==> src/rtl/pll_seq_pkg.sv <==
package pll_seq_pkg;

  localparam int WORD_W = 32;

  // PLL control word bit positions
  localparam int CTRL_RESET_BIT  = 30;
  localparam int CTRL_PD_POST    = 27;
  localparam int CTRL_PD_4PH     = 25;
  localparam int CTRL_PD_DAC     = 24;

  // PLL status write bit
  localparam int STAT_ENABLE_BIT = 16;

  // Reset release word bit positions
  localparam int REL_BUS_BIT     = 4;
  localparam int REL_CTRL_BIT    = 5;
  localparam int REL_PWROK_BIT   = 6;
  localparam int REL_CORE_BIT    = 7;
  localparam int REL_PORT0_BIT   = 8;

  typedef enum logic [3:0] {
    ST_IDLE,
    ST_PWRDN,
    ST_SETTLE,
    ST_LOCKW,
    ST_REL_PWROK,
    ST_REL_CORE,
    ST_REL_BUS,
    ST_HOLD,
    ST_FINAL,
    ST_DONE,
    ST_FAIL
  } seq_state_e;

  typedef enum logic [1:0] {
    ERR_NONE    = 2'd0,
    ERR_INVAL   = 2'd1,
    ERR_TIMEOUT = 2'd2
  } err_e;

  typedef struct packed {
    logic [2:0]  pdiv2;
    logic [2:0]  pdiv1;
    logic [11:0] fbdiv;
    logic [5:0]  refdiv;
  } pll_div_t;

  function automatic logic [WORD_W-1:0] pack_div(input pll_div_t d);
    logic [WORD_W-1:0] w;
    w        = '0;
    w[5:0]   = d.refdiv;
    w[19:8]  = d.fbdiv;
    w[22:20] = d.pdiv1;
    w[26:24] = d.pdiv2;
    return w;
  endfunction

endpackage

==> src/rtl/pll_div_sel.sv <==
module pll_div_sel
  import pll_seq_pkg::*;
#(
  parameter int FREQ_W    = 2,
  parameter int SUPP_CODE = 2
) (
  input  logic [FREQ_W-1:0] code,
  output pll_div_t          div,
  output logic              valid
);

  always_comb begin
    div   = '0;
    valid = 1'b0;
    if (code == FREQ_W'(SUPP_CODE)) begin
      div.refdiv = 6'd1;
      div.fbdiv  = 12'd77;
      div.pdiv1  = 3'd2;
      div.pdiv2  = 3'd1;
      valid      = 1'b1;
    end
  end

endmodule

==> src/rtl/seq_timer.sv <==
module seq_timer #(
  parameter int CNT_W = 13
) (
  input  logic             clk,
  input  logic             rst,
  input  logic             load,
  input  logic [CNT_W-1:0] load_val,
  input  logic             run,
  output logic             expired
);

  logic [CNT_W-1:0] cnt;

  always_ff @(posedge clk) begin
    if (rst)                   cnt <= '0;
    else if (load)             cnt <= load_val;
    else if (run && cnt != '0) cnt <= cnt - 1'b1;
  end

  assign expired = run && (cnt == '0);

  // A drained counter stays drained until reloaded (supports R4, R6 windows)
  p_hold_zero_r6: assert property (@(posedge clk) disable iff (rst)
    (!load && cnt == '0) |=> (cnt == '0));

endmodule

==> src/rtl/pll_rst_seq.sv <==
module pll_rst_seq
  import pll_seq_pkg::*;
#(
  parameter int CLK_MHZ   = 250,
  parameter int SETTLE_US = 2,
  parameter int LOCK_US   = 30,
  parameter int FREQ_W    = 2,
  parameter int NUM_PORTS = 5
) (
  input  logic              clk,
  input  logic              rst,
  input  logic              start,
  input  logic [FREQ_W-1:0] freq_code,
  input  logic              cont,
  input  logic              pll_lock,
  output logic [31:0]       pll_div_cfg,
  output logic [31:0]       pll_ctrl,
  output logic              pll_stat_we,
  output logic [31:0]       pll_stat_wdata,
  output logic [31:0]       rst_ctrl,
  output logic              done,
  output logic              err,
  output logic [1:0]        err_code
);

  localparam int SETTLE_CYC = CLK_MHZ * SETTLE_US;
  localparam int LOCK_CYC   = CLK_MHZ * LOCK_US;
  localparam int MAX_CYC    = (SETTLE_CYC > LOCK_CYC) ? SETTLE_CYC : LOCK_CYC;
  localparam int CNT_W      = $clog2(MAX_CYC + 1);

  localparam logic [31:0] PD_WORD = (32'd1 << CTRL_RESET_BIT) | (32'd1 << CTRL_PD_POST)
                                  | (32'd1 << CTRL_PD_4PH)    | (32'd1 << CTRL_PD_DAC);
  localparam logic [31:0] RESET_MASK = 32'd1 << CTRL_RESET_BIT;
  localparam logic [31:0] STAT_WORD  = 32'd1 << STAT_ENABLE_BIT;

  seq_state_e state;
  logic       start_go;
  logic       div_valid;
  pll_div_t   div_sel;
  logic       tmr_load;
  logic [CNT_W-1:0] tmr_val;
  logic       tmr_run;
  logic       tmr_exp;
  logic [31:0] port_mask;
  logic [31:0] phase2_mask;

  // Port reset mask built from the port count
  for (genvar g = 0; g < 32; g++) begin : g_port_mask
    assign port_mask[g] = (g >= REL_PORT0_BIT) && (g < REL_PORT0_BIT + NUM_PORTS);
  end
  assign phase2_mask = port_mask | (32'd1 << REL_CTRL_BIT);

  pll_div_sel #(.FREQ_W(FREQ_W), .SUPP_CODE(2)) u_div (
    .code  (freq_code),
    .div   (div_sel),
    .valid (div_valid)
  );

  assign start_go = start && (state == ST_IDLE || state == ST_DONE || state == ST_FAIL);
  assign tmr_run  = (state == ST_SETTLE) || (state == ST_LOCKW);

  always_comb begin
    tmr_load = 1'b0;
    tmr_val  = '0;
    if (state == ST_PWRDN && div_valid) begin
      tmr_load = 1'b1;
      tmr_val  = CNT_W'(SETTLE_CYC - 1);
    end else if (state == ST_SETTLE && tmr_exp) begin
      tmr_load = 1'b1;
      tmr_val  = CNT_W'(LOCK_CYC - 1);
    end
  end

  seq_timer #(.CNT_W(CNT_W)) u_tmr (
    .clk      (clk),
    .rst      (rst),
    .load     (tmr_load),
    .load_val (tmr_val),
    .run      (tmr_run),
    .expired  (tmr_exp)
  );

  always_ff @(posedge clk) begin
    if (rst) begin
      state          <= ST_IDLE;
      pll_div_cfg    <= '0;
      pll_ctrl       <= '0;
      pll_stat_we    <= 1'b0;
      pll_stat_wdata <= '0;
      rst_ctrl       <= '0;
      done           <= 1'b0;
      err            <= 1'b0;
      err_code       <= ERR_NONE;
    end else begin
      pll_stat_we <= 1'b0;
      if (start_go) begin
        state          <= ST_PWRDN;
        pll_div_cfg    <= '0;
        pll_ctrl       <= PD_WORD;
        pll_stat_wdata <= '0;
        rst_ctrl       <= '0;
        done           <= 1'b0;
        err            <= 1'b0;
        err_code       <= ERR_NONE;
      end else begin
        unique case (state)
          ST_PWRDN: begin
            if (div_valid) begin
              pll_div_cfg <= pack_div(div_sel);
              state       <= ST_SETTLE;
            end else begin
              err      <= 1'b1;
              err_code <= ERR_INVAL;
              state    <= ST_FAIL;
            end
          end
          ST_SETTLE: begin
            if (tmr_exp) begin
              pll_ctrl <= pll_ctrl & ~RESET_MASK;
              state    <= ST_LOCKW;
            end
          end
          ST_LOCKW: begin
            if (pll_lock) begin
              pll_stat_we    <= 1'b1;
              pll_stat_wdata <= STAT_WORD;
              state          <= ST_REL_PWROK;
            end else if (tmr_exp) begin
              pll_stat_we    <= 1'b1;
              pll_stat_wdata <= STAT_WORD;
              err            <= 1'b1;
              err_code       <= ERR_TIMEOUT;
              state          <= ST_FAIL;
            end
          end
          ST_REL_PWROK: begin
            rst_ctrl <= rst_ctrl | (32'd1 << REL_PWROK_BIT);
            state    <= ST_REL_CORE;
          end
          ST_REL_CORE: begin
            rst_ctrl <= rst_ctrl | (32'd1 << REL_CORE_BIT);
            state    <= ST_REL_BUS;
          end
          ST_REL_BUS: begin
            rst_ctrl <= rst_ctrl | (32'd1 << REL_BUS_BIT);
            state    <= ST_HOLD;
          end
          ST_HOLD: begin
            if (cont) begin
              rst_ctrl <= rst_ctrl | phase2_mask;
              state    <= ST_FINAL;
            end
          end
          ST_FINAL: begin
            done  <= 1'b1;
            state <= ST_DONE;
          end
          default: ;
        endcase
      end
    end
  end

  // an accepted start applies the power-down word with nothing released
  p_pd_first_r1: assert property (@(posedge clk) disable iff (rst)
    start_go |=> (pll_ctrl == PD_WORD && rst_ctrl == '0));

  // divider word does not move while the settle delay runs
  p_div_hold_r4: assert property (@(posedge clk) disable iff (rst)
    (state == ST_SETTLE && $past(state) == ST_SETTLE) |-> $stable(pll_div_cfg));

  // the status strobe lasts a single cycle
  p_stat_pulse_r5: assert property (@(posedge clk) disable iff (rst)
    pll_stat_we |=> !pll_stat_we);

  // a timeout error comes with the status write
  p_timeout_write_r6: assert property (@(posedge clk) disable iff (rst)
    ($rose(err) && err_code == ERR_TIMEOUT) |-> (pll_stat_we && pll_stat_wdata == STAT_WORD));

  // released reset bits are never taken back except by a new start
  p_rel_monotonic_r7: assert property (@(posedge clk) disable iff (rst)
    !start_go |=> ((rst_ctrl & $past(rst_ctrl)) == $past(rst_ctrl)));

  // done only ever rises on a fully released reset word
  p_done_full_r8: assert property (@(posedge clk) disable iff (rst)
    $rose(done) |-> (rst_ctrl == (phase2_mask | 32'h0000_00D0)));

  // done and err are exclusive
  p_excl_r9: assert property (@(posedge clk) disable iff (rst)
    !(done && err));

endmodule

==> config.mk <==
export PLATFORM = sky130hd
export DESIGN_NAME = pll_rst_seq
export DESIGN_NICKNAME = d
export VERILOG_FILES = /design/src/rtl/pll_seq_pkg.sv /design/src/rtl/pll_div_sel.sv /design/src/rtl/seq_timer.sv /design/src/rtl/pll_rst_seq.sv
export SDC_FILE = /design/constraint.sdc
export NUM_CORES = 1
export LEC_CHECK = 0
export CAP_MARGIN = 20
export CORE_ASPECT_RATIO = 0.9
export CORE_MARGIN = 5
export CORE_UTILIZATION = 43
export DETAILED_ROUTE_END_ITERATION = 6
export PLACE_DENSITY = 0.87
export SLEW_MARGIN = 20
export SYNTH_ARGS = -nofsm -noshare
export SYNTH_HDL_FRONTEND = slang
export SYNTH_SLANG_ARGS = --single-unit
==> constraint.sdc <==
create_clock -name clk -period 3.2 [get_ports clk]
set_input_delay 0.32 -clock clk [delete_from_list [all_inputs] [get_ports clk]]
set_output_delay 0.32 -clock clk [all_outputs]
set_load 0.03 [all_outputs]
==> results.tsv <==
stage	metric	value	unit
clock_network	clock buffer depth	2	
placement	IO Port Bufs	32	
drt	wire per inst	12.45	µm
synthesis	Post-Synth Simple-Gate Area	19.29	%
floorplanning	I/O Pins	140	
timing	final setup fails	0	
drt	Detailed Route WL	4993	µm
drt	detailed-route DRC error count	0	
clock_network	root buffer cell	clkbuf_8	
drt	routed via count	1845	
synthesis	mux cell area share after synthesis	1.576	%
synthesis	area leader, netlist	buf_4	
drt	drt via density	4.601	
floorplanning	Chip Height	84.05	µm
placement	gp weighted congestion	0.9135	
clock_network	clock network latency to the later pin of the worst-skew pair	0.28	ns
synthesis	Synth Register Bits	30	
placement	final HPWL from detailed placement	3936	µm
synthesis	synth top area cells	buf_4 34%, dfxtp_1 23%, a21oi_1 3.1%	
timing	clock skew	0.003395	ns
power_and_ir_drop	Lkg Pwr	1.085	nW
synthesis	syn avg cell area	8.371	µm²
synthesis	Synth top area share	34.38	%
timing	fmax	452.4	MHz
global_routing	first-pass GRT wire length	8052	µm
timing	Hold Slack	0.4664	ns
global_routing	gr ovfl total	0	
synthesis	fraction of registers with async set or reset after synthesis	0	%
hold_path	Worst Hold Class	reg2reg	
clock_network	clock buffer count from CTS	5	
synthesis	Post-synth EDFFs	0	
timing	Slew Limit Fails	0	
setup_path	crit path DAT	2.42	ns
floorplanning	Core ar.	6013	µm²
timing	Final Hold Fails	0	
synthesis	main combinational cell family by area after synthesis	buffers and inverters	
setup_path	critical setup path kind	reg2reg	
power_and_ir_drop	worst vdd ir	0.0004140	V
clock_network	hold buffers post-CTS	0	
clock_network	setup bufs post-CTS	0	
clock_network	Worst-path clk slew	0.06	ns
timing	setup TNS	0	ns
clock_network	CTS tree	yes	
timing	slew margin rel.	57.94	%
synthesis	synth cell count leaders	120 x buf_4, 30 x dfxtp_1, 16 x a21oi_1	
hold_path	hold path cells	2	
floorplanning	initial core utilization	43.57	%
synthesis	Yosys warning total	0	
global_routing	antenna violations before repair	0	
synthesis	Post-Synth XOR/XNOR Area	0.6686	%
clock_network	# resized after CTS	0	
setup_path	worst-path fanout max	15	
floorplanning	Row Count	27	
global_routing	pin count of the biggest net entering global routing	17	
run_status	status	finished, final reports clean	
synthesis	top_reg_cell synth	dfxtp_1	
synthesis	Mapped Cells	313	
floorplanning	Die Area	7756	µm²
synthesis	Mapped Area	2620	µm²
synthesis	Synth Area in Adders	0.9551	%
finish	Antenna Cells	0	
timing	Final period util	69.08	%
floorplanning	Die W	92.28	µm
timing	Tmin final	2.211	ns
setup_path	CP Launch Type	flop	
finish	Layout area overhead	-2.579	%
timing	RSZ-0062 raised after global routing	false	
finish	final net count	337	
setup_path	Critical Path RT	3.41	ns
drt	Detail Route Antenna Nets	0	
clock_network	clock sink count	30	
synthesis	Seq/Total Area, Yosys	22.92	%
clock_network	deepest level of the CTS H-tree	2	
finish	layout cells sized above 1	6.991	%
setup_path	Crit. End Element	flop	
synthesis	most common cell in the netlist	buf_4	
drt	Initial DRT Pass Iterations	5	
flow_run	Max-Cap Viols	0	
timing	Worst-Margin Slew	0.6300	ns
setup_path	worst-case reg-to-reg path depth	4	
synthesis	complex-gate fraction of the synthesized area	16.38	%
drt	DRT iter0 DRCs	180	
synthesis	Netlist cell types	61	
global_routing	GRT Total Usage	12.46	%
power_and_ir_drop	Power Density	971.2	nW/µm²
global_routing	vias in the first global route	1647	
[cells in the final DEF, fill, tap and decap left out, types with 3 or more instances in the layout]
| cell | count |
|---|---|
| nor3_1 | 5 |
| inv_1 | 8 |
| a31oi_1 | 8 |
| a21oi_1 | 16 |
| clkbuf_8 | 6 |
| nand2_1 | 15 |
| conb_1 | 107 |
| o21ai_1 | 3 |
| o21ai_0 | 4 |
| o31ai_1 | 3 |
| nand2b_1 | 4 |
| clkdlybuf4s50_1 | 32 |
| nor2_1 | 14 |
| nand3_1 | 6 |
| nand4_1 | 5 |
| mux2i_1 | 3 |
| dfxtp_1 | 30 |
[kinds of logic after synthesis]
group / after synthesis
AOI/OAI and AO/OA: 57
xor gates and xnor gates: 2
adders and majority gates: 2
buffers and inverters: 138
DFF: 30
muxes: 4
other: 1
and+or+nand+nor: 79
[routing by layer]
| layer | vias to the layer above | wire [µm] | global-route usage [%] | part of all wire [%] |
|---|---|---|---|---|
| met5 | - | 0 | 0 | 0 |
| met3 | 13 | 359 | 3.697 | 7.2 |
| li1 | 888 | - | - | - |
| met1 | 856 | 1953 | 15.11 | 39 |
| met4 | 0 | 116 | 5.263 | 2.3 |
| met2 | 88 | 2563 | 20.42 | 51 |
[state kept, by name (all words and copies together) (netlist names)]
register / flops
pll_stat_we: 1
rst_ctrl: 4
err_code: 2
pll_div_cfg: 1
err: 1
u_tmr.cnt: 13
pll_ctrl: 2
state: 4
pll_stat_wdata: 1
done: 1
[worst paths after layout]
| check | start | to | slack (ns) |
|---|---|---|---|
| worst max-delay path | state[1]$_SDFFE_PP0P_ | u_tmr.cnt[6]$_SDFFE_PP0P_ | 0.99 |
| worst min-delay path | pll_stat_wdata[16]$_SDFFE_PP0P_ | pll_stat_wdata[16]$_SDFFE_PP0P_ | 0.47 |
| worst max register to register | state[1]$_SDFFE_PP0P_ | u_tmr.cnt[6]$_SDFFE_PP0P_ | 0.99 |
| worst min register to register | pll_stat_wdata[16]$_SDFFE_PP0P_ | pll_stat_wdata[16]$_SDFFE_PP0P_ | 0.47 |
[stage by stage]
stage                     util (%)  cells  instance area, µm²  power (mW)  worst slack [ns]
after floorplan                  -    419                3018       2.103             1.417
final                        42.45    401                2552       2.479            0.9893
after detailed placement     40.93    393                2461       2.141             1.059
after global routing         42.45    401                2552       2.663            0.8183
after CTS                    42.45    401                2552       2.460             1.029
after global placement       40.93    393                2461       2.095             1.064
[critical path, cell delays in order, from the launching register on]
cell	delay [ns]
dfxtp_1	0.65
nor3b_4	0.56
nand3_1	0.29
or4_1	0.46
a31oi_1	0.16
[layout make-up]
class | count | area, µm²
Tap cell | 72 | 90.09
Inverter | 8 | 30.03
Multi-Input combinational cell | 251 | 1420
Clock buffer | 7 | 86.33
Sequential cell | 30 | 600.6
Fill cell | 590 | 3461
Timing Repair Buffer | 32 | 320.3
Clock inverter | 1 | 5.005
[report_power, final]
part / switching (mW) / internal (mW) / leakage, nW / total, mW
Combinational: 0.962 / 0.530 / 0.792 / 1.49
Clock: 0.141 / 0.173 / 0.0482 / 0.315
Sequential: 0.186 / 0.487 / 0.245 / 0.673
No activity file was read; power rests on OpenSTA's default activity.
